$ cat config.mk
export PLATFORM = sky130hd
export DESIGN_NAME = sram_async_ctrl
export DESIGN_NICKNAME = d
export VERILOG_FILES = /design/src/rtl/sram_ctrl_pkg.sv /design/src/rtl/sram_wait_cnt.sv /design/src/rtl/sram_rd_capture.sv /design/src/rtl/sram_async_ctrl.sv
export SDC_FILE = /design/constraint.sdc
export NUM_CORES = 1
export LEC_CHECK = 0
export ABC_CLOCK_PERIOD_IN_PS = 3320
export CORE_UTILIZATION = 47
export DETAILED_ROUTE_END_ITERATION = 8
export HOLD_SLACK_MARGIN = 0.1
export MAX_ROUTING_LAYER = met4
export PLACE_DENSITY_LB_ADDON = 0.12
export REMOVE_ABC_BUFFERS = 1
export SLEW_MARGIN = 5
export SYNTH_ARGS = -nofsm -noshare
export SYNTH_HDL_FRONTEND = slang
export SYNTH_SLANG_ARGS = --single-unit
$ cat constraint.sdc
create_clock -name clk -period 3.32 [get_ports clk]
set_input_delay 0.664 -clock clk [delete_from_list [all_inputs] [get_ports clk]]
set_output_delay 0.664 -clock clk [all_outputs]
set_load 0.03 [all_outputs]
$ cat src/rtl/sram_ctrl_pkg.sv
package sram_ctrl_pkg;

    typedef enum logic [1:0] {
        ST_IDLE  = 2'd0,
        ST_READ  = 2'd1,
        ST_WRITE = 2'd2,
        ST_WHOLD = 2'd3
    } ctrl_state_e;

    function automatic int unsigned at_least_one(input int unsigned v);
        return (v < 1) ? 1 : v;
    endfunction

endpackage

$ cat src/rtl/sram_wait_cnt.sv
module sram_wait_cnt #(
    parameter int unsigned CNT_W = 2
) (
    input  logic             clk,
    input  logic             rst,
    input  logic             load_i,
    input  logic [CNT_W-1:0] load_val_i,
    output logic [CNT_W-1:0] cnt_o
);

    logic [CNT_W-1:0] cnt_d, cnt_q;

    always_comb begin
        cnt_d = cnt_q;
        if (load_i) begin
            cnt_d = load_val_i;
        end else if (cnt_q != '0) begin
            cnt_d = cnt_q - 1'b1;
        end
    end

    always_ff @(posedge clk) begin
        if (rst) cnt_q <= '0;
        else     cnt_q <= cnt_d;
    end

    assign cnt_o = cnt_q;

endmodule

$ cat src/rtl/sram_rd_capture.sv
module sram_rd_capture #(
    parameter int unsigned DATA_W = 8
) (
    input  logic              clk,
    input  logic              rst,
    input  logic              cap_i,
    input  logic [DATA_W-1:0] din_i,
    output logic [DATA_W-1:0] dout_o,
    output logic              valid_o
);

    typedef struct packed {
        logic [DATA_W-1:0] data;
        logic              valid;
    } cap_t;

    cap_t cap_d, cap_q;

    always_comb begin
        cap_d       = cap_q;
        cap_d.valid = cap_i;
        if (cap_i) cap_d.data = din_i;
    end

    always_ff @(posedge clk) begin
        if (rst) cap_q <= '0;
        else     cap_q <= cap_d;
    end

    assign dout_o  = cap_q.data;
    assign valid_o = cap_q.valid;

endmodule

$ cat src/rtl/sram_async_ctrl.sv
module sram_async_ctrl #(
    parameter int unsigned ADDR_W   = 19,
    parameter int unsigned DATA_W   = 8,
    parameter int unsigned ACC_CYC  = 2,
    parameter int unsigned WR_CYC   = 2,
    parameter int unsigned TURN_CYC = 2
) (
    input  logic              clk,
    input  logic              rst,
    input  logic              req_valid,
    input  logic              req_write,
    input  logic [ADDR_W-1:0] req_addr,
    input  logic [DATA_W-1:0] req_wdata,
    output logic              req_ack,
    output logic              rd_valid,
    output logic [DATA_W-1:0] rd_data,
    output logic              mem_ce_n,
    output logic              mem_we_n,
    output logic              mem_oe_n,
    output logic [ADDR_W-1:0] mem_addr,
    output logic [DATA_W-1:0] mem_dq_out,
    output logic              mem_dq_oe,
    input  logic [DATA_W-1:0] mem_dq_in
);

    import sram_ctrl_pkg::*;

    localparam int unsigned ACC_N  = at_least_one(ACC_CYC);
    localparam int unsigned WR_N   = at_least_one(WR_CYC);
    localparam int unsigned TURN_N = at_least_one(TURN_CYC);
    localparam int unsigned MAX_AW = (ACC_N > WR_N) ? ACC_N : WR_N;
    localparam int unsigned MAX_N  = (MAX_AW > TURN_N) ? MAX_AW : TURN_N;
    localparam int unsigned CNT_W  = $clog2(MAX_N + 1);

    typedef struct packed {
        ctrl_state_e       st;
        logic              ce_n;
        logic              we_n;
        logic              oe_n;
        logic              dq_oe;
        logic [ADDR_W-1:0] addr;
        logic [DATA_W-1:0] wdata;
        logic              ack;
    } ctrl_t;

    ctrl_t ctrl_d, ctrl_q;

    logic             wait_ld, turn_ld, cap_pulse;
    logic [CNT_W-1:0] wait_val, wait_cnt, turn_cnt;

    sram_wait_cnt #(.CNT_W(CNT_W)) u_wait (
        .clk        (clk),
        .rst        (rst),
        .load_i     (wait_ld),
        .load_val_i (wait_val),
        .cnt_o      (wait_cnt)
    );

    sram_wait_cnt #(.CNT_W(CNT_W)) u_turn (
        .clk        (clk),
        .rst        (rst),
        .load_i     (turn_ld),
        .load_val_i (CNT_W'(TURN_N)),
        .cnt_o      (turn_cnt)
    );

    sram_rd_capture #(.DATA_W(DATA_W)) u_cap (
        .clk     (clk),
        .rst     (rst),
        .cap_i   (cap_pulse),
        .din_i   (mem_dq_in),
        .dout_o  (rd_data),
        .valid_o (rd_valid)
    );

    always_comb begin
        ctrl_d     = ctrl_q;
        ctrl_d.ack = 1'b0;
        wait_ld    = 1'b0;
        wait_val   = CNT_W'(ACC_N);
        turn_ld    = 1'b0;
        cap_pulse  = 1'b0;
        unique case (ctrl_q.st)
            ST_IDLE: begin
                // accept nothing in the acknowledge cycle; writes wait out turnaround
                if (req_valid && !ctrl_q.ack && (!req_write || turn_cnt == '0)) begin
                    ctrl_d.addr = req_addr;
                    ctrl_d.ce_n = 1'b0;
                    wait_ld     = 1'b1;
                    if (req_write) begin
                        ctrl_d.st    = ST_WRITE;
                        ctrl_d.we_n  = 1'b0;
                        ctrl_d.dq_oe = 1'b1;
                        ctrl_d.wdata = req_wdata;
                        wait_val     = CNT_W'(WR_N);
                    end else begin
                        ctrl_d.st   = ST_READ;
                        ctrl_d.oe_n = 1'b0;
                    end
                end
            end
            ST_READ: begin
                if (wait_cnt == CNT_W'(1)) begin
                    cap_pulse   = 1'b1;
                    turn_ld     = 1'b1;
                    ctrl_d.st   = ST_IDLE;
                    ctrl_d.ce_n = 1'b1;
                    ctrl_d.oe_n = 1'b1;
                    ctrl_d.ack  = 1'b1;
                end
            end
            ST_WRITE: begin
                if (wait_cnt == CNT_W'(1)) begin
                    ctrl_d.st   = ST_WHOLD;
                    ctrl_d.we_n = 1'b1;
                end
            end
            ST_WHOLD: begin
                ctrl_d.st    = ST_IDLE;
                ctrl_d.ce_n  = 1'b1;
                ctrl_d.dq_oe = 1'b0;
                ctrl_d.ack   = 1'b1;
            end
            default: ctrl_d.st = ST_IDLE;
        endcase
    end

    always_ff @(posedge clk) begin
        if (rst) begin
            ctrl_q       <= '0;
            ctrl_q.st    <= ST_IDLE;
            ctrl_q.ce_n  <= 1'b1;
            ctrl_q.we_n  <= 1'b1;
            ctrl_q.oe_n  <= 1'b1;
        end else begin
            ctrl_q <= ctrl_d;
        end
    end

    assign req_ack    = ctrl_q.ack;
    assign mem_ce_n   = ctrl_q.ce_n;
    assign mem_we_n   = ctrl_q.we_n;
    assign mem_oe_n   = ctrl_q.oe_n;
    assign mem_addr   = ctrl_q.addr;
    assign mem_dq_out = ctrl_q.wdata;
    assign mem_dq_oe  = ctrl_q.dq_oe;

    a_r2_standby_at_ack: assert property (@(posedge clk) disable iff (rst)
        req_ack |-> mem_ce_n);

    a_r4_strobe_needs_select: assert property (@(posedge clk) disable iff (rst)
        !mem_we_n |-> (!mem_ce_n && mem_dq_oe));

    a_r5_no_we_oe_overlap: assert property (@(posedge clk) disable iff (rst)
        !mem_we_n |-> mem_oe_n);

    a_r5_drive_when_disabled: assert property (@(posedge clk) disable iff (rst)
        mem_dq_oe |-> mem_oe_n);

    a_r6_stable_at_strobe_rise: assert property (@(posedge clk) disable iff (rst)
        $rose(mem_we_n) |-> (!mem_ce_n && mem_dq_oe && $stable(mem_addr) && $stable(mem_dq_out)));

    a_r7_turnaround_gap: assert property (@(posedge clk) disable iff (rst)
        $rose(mem_dq_oe) |-> ($past(mem_oe_n) && $past(mem_oe_n, 2)));

    a_r8_ack_single: assert property (@(posedge clk) disable iff (rst)
        req_ack |=> !req_ack);

    a_r10_valid_with_ack: assert property (@(posedge clk) disable iff (rst)
        rd_valid |-> req_ack);

endmodule

==> results by group, run 1 <==
Outcome
  – Status: finished, final reports clean

Finish
  – Post-layout util: 65.0%
  – Layout cells sized above 1: ~5.1%
  – Finished Cell Area: roughly 2800 um^2
  – Inserted Diodes: 0
  – Area grow syn2layout: 33.1%
  – Final #Nets: ~310
  – Cell Count, Final, Fillers Out: 328
  – FILL cells: approximately 400

GRT
  – GRT Overall Usage: 18.8%
  – Total gr overflow: 0
  – Largest net degree at the start of global routing: 75
  – Initial antenna violation count: 0
  – First-pass GRT wire length: around 7 mm
  – Vias in the first global route: between 1.5k and 2k

Synthesis
  – YS warnings: 0
  – EDFF count, synth: 0
  – Area share of the largest cell type after synthesis: 44.5%
  – XOR/XNOR Fraction of Synth Area: 0%
  – Syn_area_per_cell: approximately 9.2 um^2
  – Post-synthesis adder-cell area fraction: 0%
  – Register area share after synthesis: between 40 and 50%
  – Post-synthesis compound-gate area fraction: about a tenth
  – Largest family of logic cells by synthesized area: simple AND/OR/NAND/NOR gates
  – Cell accounting for the most synthesized area: dfxtp_1
  – Top-count cell post-synth: dfxtp_1
  – Synth Register Bits: 47
  – Top post-synthesis cells by count: dfxtp_1 (47), nand2b_1 (37), buf_4 (28)
  – Post-synth ARST share: 0%
  – Post-synthesis mux area share: under 10%
  – Ys flop type: dfxtp_1
  – Cell Area, Synth: ~2100 um^2
  – Syn Inst Count: 229
  – Synth unique cells: 25
  – Post-Synth Simple-Gate Area: 28.3%
  – Ranking of synthesized cells by area: dfxtp_1 (45%), nand2b_1 (11%), buf_4 (10%)

Clocking
  – # clock sinks: 47
  – Number of CTS-inserted buffers: 5
  – Longest Clk Path Bufs: 2
  – H-Tree Depth: 2
  – CTS root buffer: clkbuf_8
  – CTS Hold Bufs: 0
  – Clock Latency Late Sink: a little under 0.3 ns
  – Clk pin slew, worst setup/hold paths: approximately 0.080 ns
  – # Post-CTS Setup Buffers: 0
  – CTS tree: done
  – Post-CTS resize count: 0

STA
  – RSZ-0062 raised after global routing: false
  – Post-layout min period: 2.04 ns
  – Crit path setup slack, layout: approximately 1.3 ns
  – Period utilization: approximately three fifths
  – Final hold vios: 0
  – Measured slew at the worst slew-check pin: approximately 1 ns
  – Setup Viol. Count Final: 0
  – Max Freq: 491 MHz
  – Pins over their slew limit: 0
  – Hold WS: between 0.4 and 0.5 ns
  – TNS Setup: 0 ns
  – Max_slew headroom: a little over a third
  – Layout Skew: 0.00359 ns

Drt
  – # DRC: 0
  – Vias after detailed routing: approximately 1.6k
  – Vias per cell: roughly 4.9
  – ANT nets after route: 0
  – Total Wirelength: 4.14 mm
  – Initial drt markers: roughly 110
  – Per-cell routed wire length: about 13 um
  – DRT Pass-1 Iters: 4

Critical path
  – Crit-path cells: clkdlybuf4s50_1
  – Worst Path Buf+Inv: 1
  – CP endpoint kind: output port
  – Crit path largest cell delay: about 0.69 ns
  – CP Class: flip-flop to output port
  – Flop-to-flop setup slack: roughly 1.7 ns
  – Crit-path max FO: 3
  – Slowest CP cell: clkdlybuf4s50_1
  – CP top delay family: buffers and inverters
  – WP data required: between 2 and 3 ns
  – Nature of the critical path startpoint: flip-flop
  – Worst EP arrival: approximately 1.4 ns

Floorplanning
  – Initial core utilization: 48.8%
  – Chip Height: between 60 and 70 um
  – Die Wd: 69.0 um
  – Row count: 24
  – # IOs: 80
  – Die ar.: between 4000 and 5000 um^2
  – Placeable core area: between 4000 and 5000 um^2

Flow run
  – Max cap viols: 0

Min path
  – Min-Delay Path Class: flip-flop to flip-flop

Power
  – Worst VDD drop: approximately 0.26 mV
  – Pleak: 0.969 nW
  – Tot Pwr: 1.23 mW
  – Power per cell area: ~440 nW/um^2

Placed design
  – Port bufs: between 70 and 80
  – Placed Cells: 320
  – DP Area: ~2700 um^2
  – Hpwl dp: approximately 2.8 mm
  – Dpl ws: just under 1 ns
  – Placer congestion estimate: 0.729
-- cell families after synthesis --
family                 count (synthesis)
AND/OR/NAND/NOR                       91
flip-flops                            47
multiplexers                           8
buffers and inverters                 45
AO/OA/AOI/OAI                         38
-- final timing paths --
check / start / endpoint / depth (start not counted)
setup reg to reg: ctrl_q[33] / mem_oe_n / 4
setup / recovery: req_ack / req_ack / 1
hold / removal: u_cap.dout_o[4] / u_cap.dout_o[4] / 2
hold reg to reg: u_cap.dout_o[4] / u_cap.dout_o[4] / 2
-- sequential cells by signal (all words and copies together) (netlist names) --
register,count
ctrl_q,2
mem_addr,19
mem_ce_n,1
mem_dq_oe,1
mem_dq_out,8
mem_oe_n,1
mem_we_n,1
req_ack,1
u_cap.dout_o,8
u_cap.valid_o,1
u_turn.cnt_o,2
u_wait.cnt_o,2
-- placed cells by master, fill, tap and decap left out --
| cell | count |
|---|---|
| nand2_2 | 1 |
| nor4b_4 | 1 |
| nor2b_1 | 2 |
| a211o_1 | 3 |
| nand4b_1 | 20 |
| nand2b_1 | 37 |
| buf_2 | 1 |
| buf_4 | 4 |
| clkbuf_1 | 1 |
| a211oi_1 | 1 |
| and2_1 | 1 |
| nand3_1 | 1 |
| nor2_1 | 2 |
| nor4b_1 | 2 |
| and3_1 | 1 |
| nor4bb_1 | 2 |
| mux2i_1 | 8 |
| a21oi_1 | 13 |
| nand2_1 | 20 |
| inv_1 | 1 |
| clkdlybuf4s50_1 | 78 |
| clkbuf_8 | 7 |
| nand4bb_1 | 1 |
| a21boi_1 | 1 |
| o21ai_1 | 20 |
| dfxtp_1 | 47 |
-- where the power goes --
part | internal (mW) | switching, mW | total (mW)
combinational | 0.126 | 0.122 | 0.248
sequential | 0.596 | 0.0214 | 0.617
clock | 0.190 | 0.176 | 0.366
-- routing by layer --
layer  part of all wire [%]  wire length, um  GRT usage, %
met1                     48             1990          23.5
met5                      0                0             -
met4                    1.3               54          6.80
met2                     44             1830          29.0
met3                    6.3              263          5.41
-- final cells by class --
class | instances | area [um^2] | area share [%]
clock buffer | 8 | 100 | 3.56
inverter | 1 | 3.75 | 0.134
sequential | 47 | 941 | 33.5
timing repair buffer | 83 | 816 | 29.0
tap | 52 | 65.1 | 2.32
multi-input combinational | 137 | 885 | 31.5
Power figures use the tool's default switching activity.
==> inputs of run 2 (changes only) <==
- ABC_CLOCK_PERIOD_IN_PS: 3320 -> 2100
- CORE_UTILIZATION: 47 -> 44
- clock period: 3.32 -> 2.1 ns (I/O delays scaled with it)
==> run 2 against run 1 <==
Against the previous run:
- largest cell class unchanged
- cell count is 1.2% higher
- largest power group unchanged
- total power is 75% higher
- sequential power is 58% higher
- the run now ends with design-rule violations left
- critical path type unchanged
==> results by group, run 2 (same netlist as run 1, synthesis figures left out) <==
Outcome
  – Status: finished with violations
  – Failing checks: design-rule violations

Floorplanning
  – Die ar.: 5080 um^2 (+6.6%)
  – Placeable core area: 4470 um^2 (+3.5%)
  – Initial core utilization: 47.2% (-1.6 points)
  – Die Wd: 71.3 um (+3.3%)
  – Chip Height: 71.3 um (+3.3%)
  – Row count: 24 (unchanged)
  – # IOs: 80 (unchanged)

Clocking
  – Number of CTS-inserted buffers: 5 (unchanged)
  – # clock sinks: 47 (unchanged)
  – CTS root buffer: clkbuf_8
  – H-Tree Depth: 2 (unchanged)
  – CTS tree: done
  – CTS Hold Bufs: 0 (unchanged)
  – Clk pin slew, worst setup/hold paths: 0.09 ns (about the same)
  – Longest Clk Path Bufs: 2 (unchanged)
  – Clock Latency Late Sink: 0.29 ns (about the same)
  – Post-CTS resize count: 0 (unchanged)
  – # Post-CTS Setup Buffers: 0 (unchanged)

GRT
  – Initial antenna violation count: 0 (unchanged)
  – Total gr overflow: 0 (unchanged)
  – First-pass GRT wire length: 7.01 mm (-2.1%)
  – Largest net degree at the start of global routing: 35 (-53%)
  – GRT Overall Usage: 17.7% (-1.2 points)
  – Vias in the first global route: 1497 (-6.8%)

Critical path
  – Worst EP arrival: 1.38 ns (about the same)
  – Crit path largest cell delay: 0.69 ns (about the same)
  – Nature of the critical path startpoint: flip-flop
  – Crit-path cells: clkdlybuf4s50_1
  – CP top delay family: buffers and inverters
  – Slowest CP cell: clkdlybuf4s50_1
  – WP data required: 1.68 ns (-0.98 ns)
  – Crit-path max FO: 3 (unchanged)
  – Worst Path Buf+Inv: 1 (unchanged)
  – CP endpoint kind: output port
  – CP Class: flip-flop to output port

Power
  – Pleak: 1.02 nW (+4.8%)
  – Power per cell area: 742 nW/um^2 (+69%)
  – Worst VDD drop: 0.416 mV (+63%)

Drt
  – ANT nets after route: 0 (unchanged)
  – Per-cell routed wire length: 12.9 um (+1.9%)
  – Vias after detailed routing: 1695 (+4.4%)
  – Vias per cell: 5.11 (+3.2%)
  – # DRC: 5 (+5)
  – DRT Pass-1 Iters: 6 (+2)
  – Total Wirelength: 4.27 mm (+3.1%)
  – Initial drt markers: 78 (-30%)

Finish
  – Largest register FFs: 19 (unchanged)
  – Sequential cell area: 941 um^2 (unchanged)
  – Area grow syn2layout: 37.8%
  – Finished Cell Area: 2910 um^2 (+3.6%)
  – Final #Nets: 318 (+1.3%)
  – Inserted Diodes: 0 (unchanged)
  – FILL cells: 409 (+1.2%)
  – Layout cells sized above 1: 6.43% (+1.4 points)
  – Most common cell after layout, fill and taps aside: clkdlybuf4s50_1
  – Commonest cells after routing, fill and taps aside: clkdlybuf4s50_1 (78), dfxtp_1 (47), nand2b_1 (37)
  – Area taken by multi-input logic gates: 885 um^2 (unchanged)

STA
  – Pins over their slew limit: 0 (unchanged)
  – Max_slew headroom: 69.9% (+35 points)
  – Layout Skew: 0.00693 ns (+0.00334 ns)
  – TNS Setup: 0 ns (unchanged)
  – Final hold vios: 0 (unchanged)
  – Max Freq: ~550 MHz
  – Period utilization: between 80% and 90%
  – Hold WS: 0.454 ns (+0.000867 ns)
  – Measured slew at the worst slew-check pin: 0.449 ns (-0.528 ns)
  – Setup Viol. Count Final: 0 (unchanged)
  – Post-layout min period: between 1.5 and 2 ns
  – RSZ-0062 raised after global routing: false

Placed design
  – Placer congestion estimate: 0.797 (+9.2%)
  – DP Area: 2780 um^2 (+2.5%)
  – Port bufs: 79 (unchanged)
  – Hpwl dp: 2.91 mm (+4.6%)

Min path
  – Min-Delay Path Class: flip-flop to flip-flop

Flow run
  – Max cap viols: 0 (unchanged)
[run 2: changes by cell type in the layout (fill, tap and decap cells not counted), sizes merged]
cell    before  now
clkbuf       8    6
buf          5    9
bufinv       0    2
[run 2: worst paths after layout]
path	slack, ns	to	cells past startpoint	from
worst max-delay path	0.30	req_ack	1	req_ack
worst min-delay path	0.45	u_cap.dout_o[0]	2	u_cap.dout_o[0]
worst max register to register	0.58	mem_addr[12]	5	ctrl_q[33]
worst min register to register	0.45	u_cap.dout_o[0]	2	u_cap.dout_o[0]
[run 2: stage by stage]
step / setup slack, ns / power [mW] / util, % / cells
after floorplan: 0.176 / 1.19 / - / 185
after global placement: 0.201 / 1.41 / 62.1 / 324
after detailed placement: 0.171 / 1.41 / 62.1 / 324
after CTS: 0.277 / 2.18 / 65.0 / 332
after global routing: 0.250 / 2.24 / 65.0 / 332
final: 0.298 / 2.16 / 65.0 / 332
[run 2: layout make-up]
cell class                 instances  area share (%)
tap                               52            2.24
inverter                           1           0.129
sequential                        47            32.3
clock inverter                     2            2.06
timing repair buffer              87            30.4
multi-input combinational        137            30.4
clock buffer                       6            2.49
[run 2: layer usage]
metal | vias to the layer above | track usage (%) | part of all wire (%)
li1 | 851 | - | -
met1 | 786 | 23.9 | 48
met2 | 54 | 27.2 | 45
met3 | 4 | 3.52 | 6.2
met4 | 0 | 4.67 | 0.77
met5 | - | - | 0
[run 2: power breakdown]
group          internal, mW  leakage [nW]  switching, mW  total [mW]
logic                 0.215         0.566          0.199       0.414
clock network         0.476        0.0654          0.292       0.768
registers             0.942         0.384         0.0349       0.977
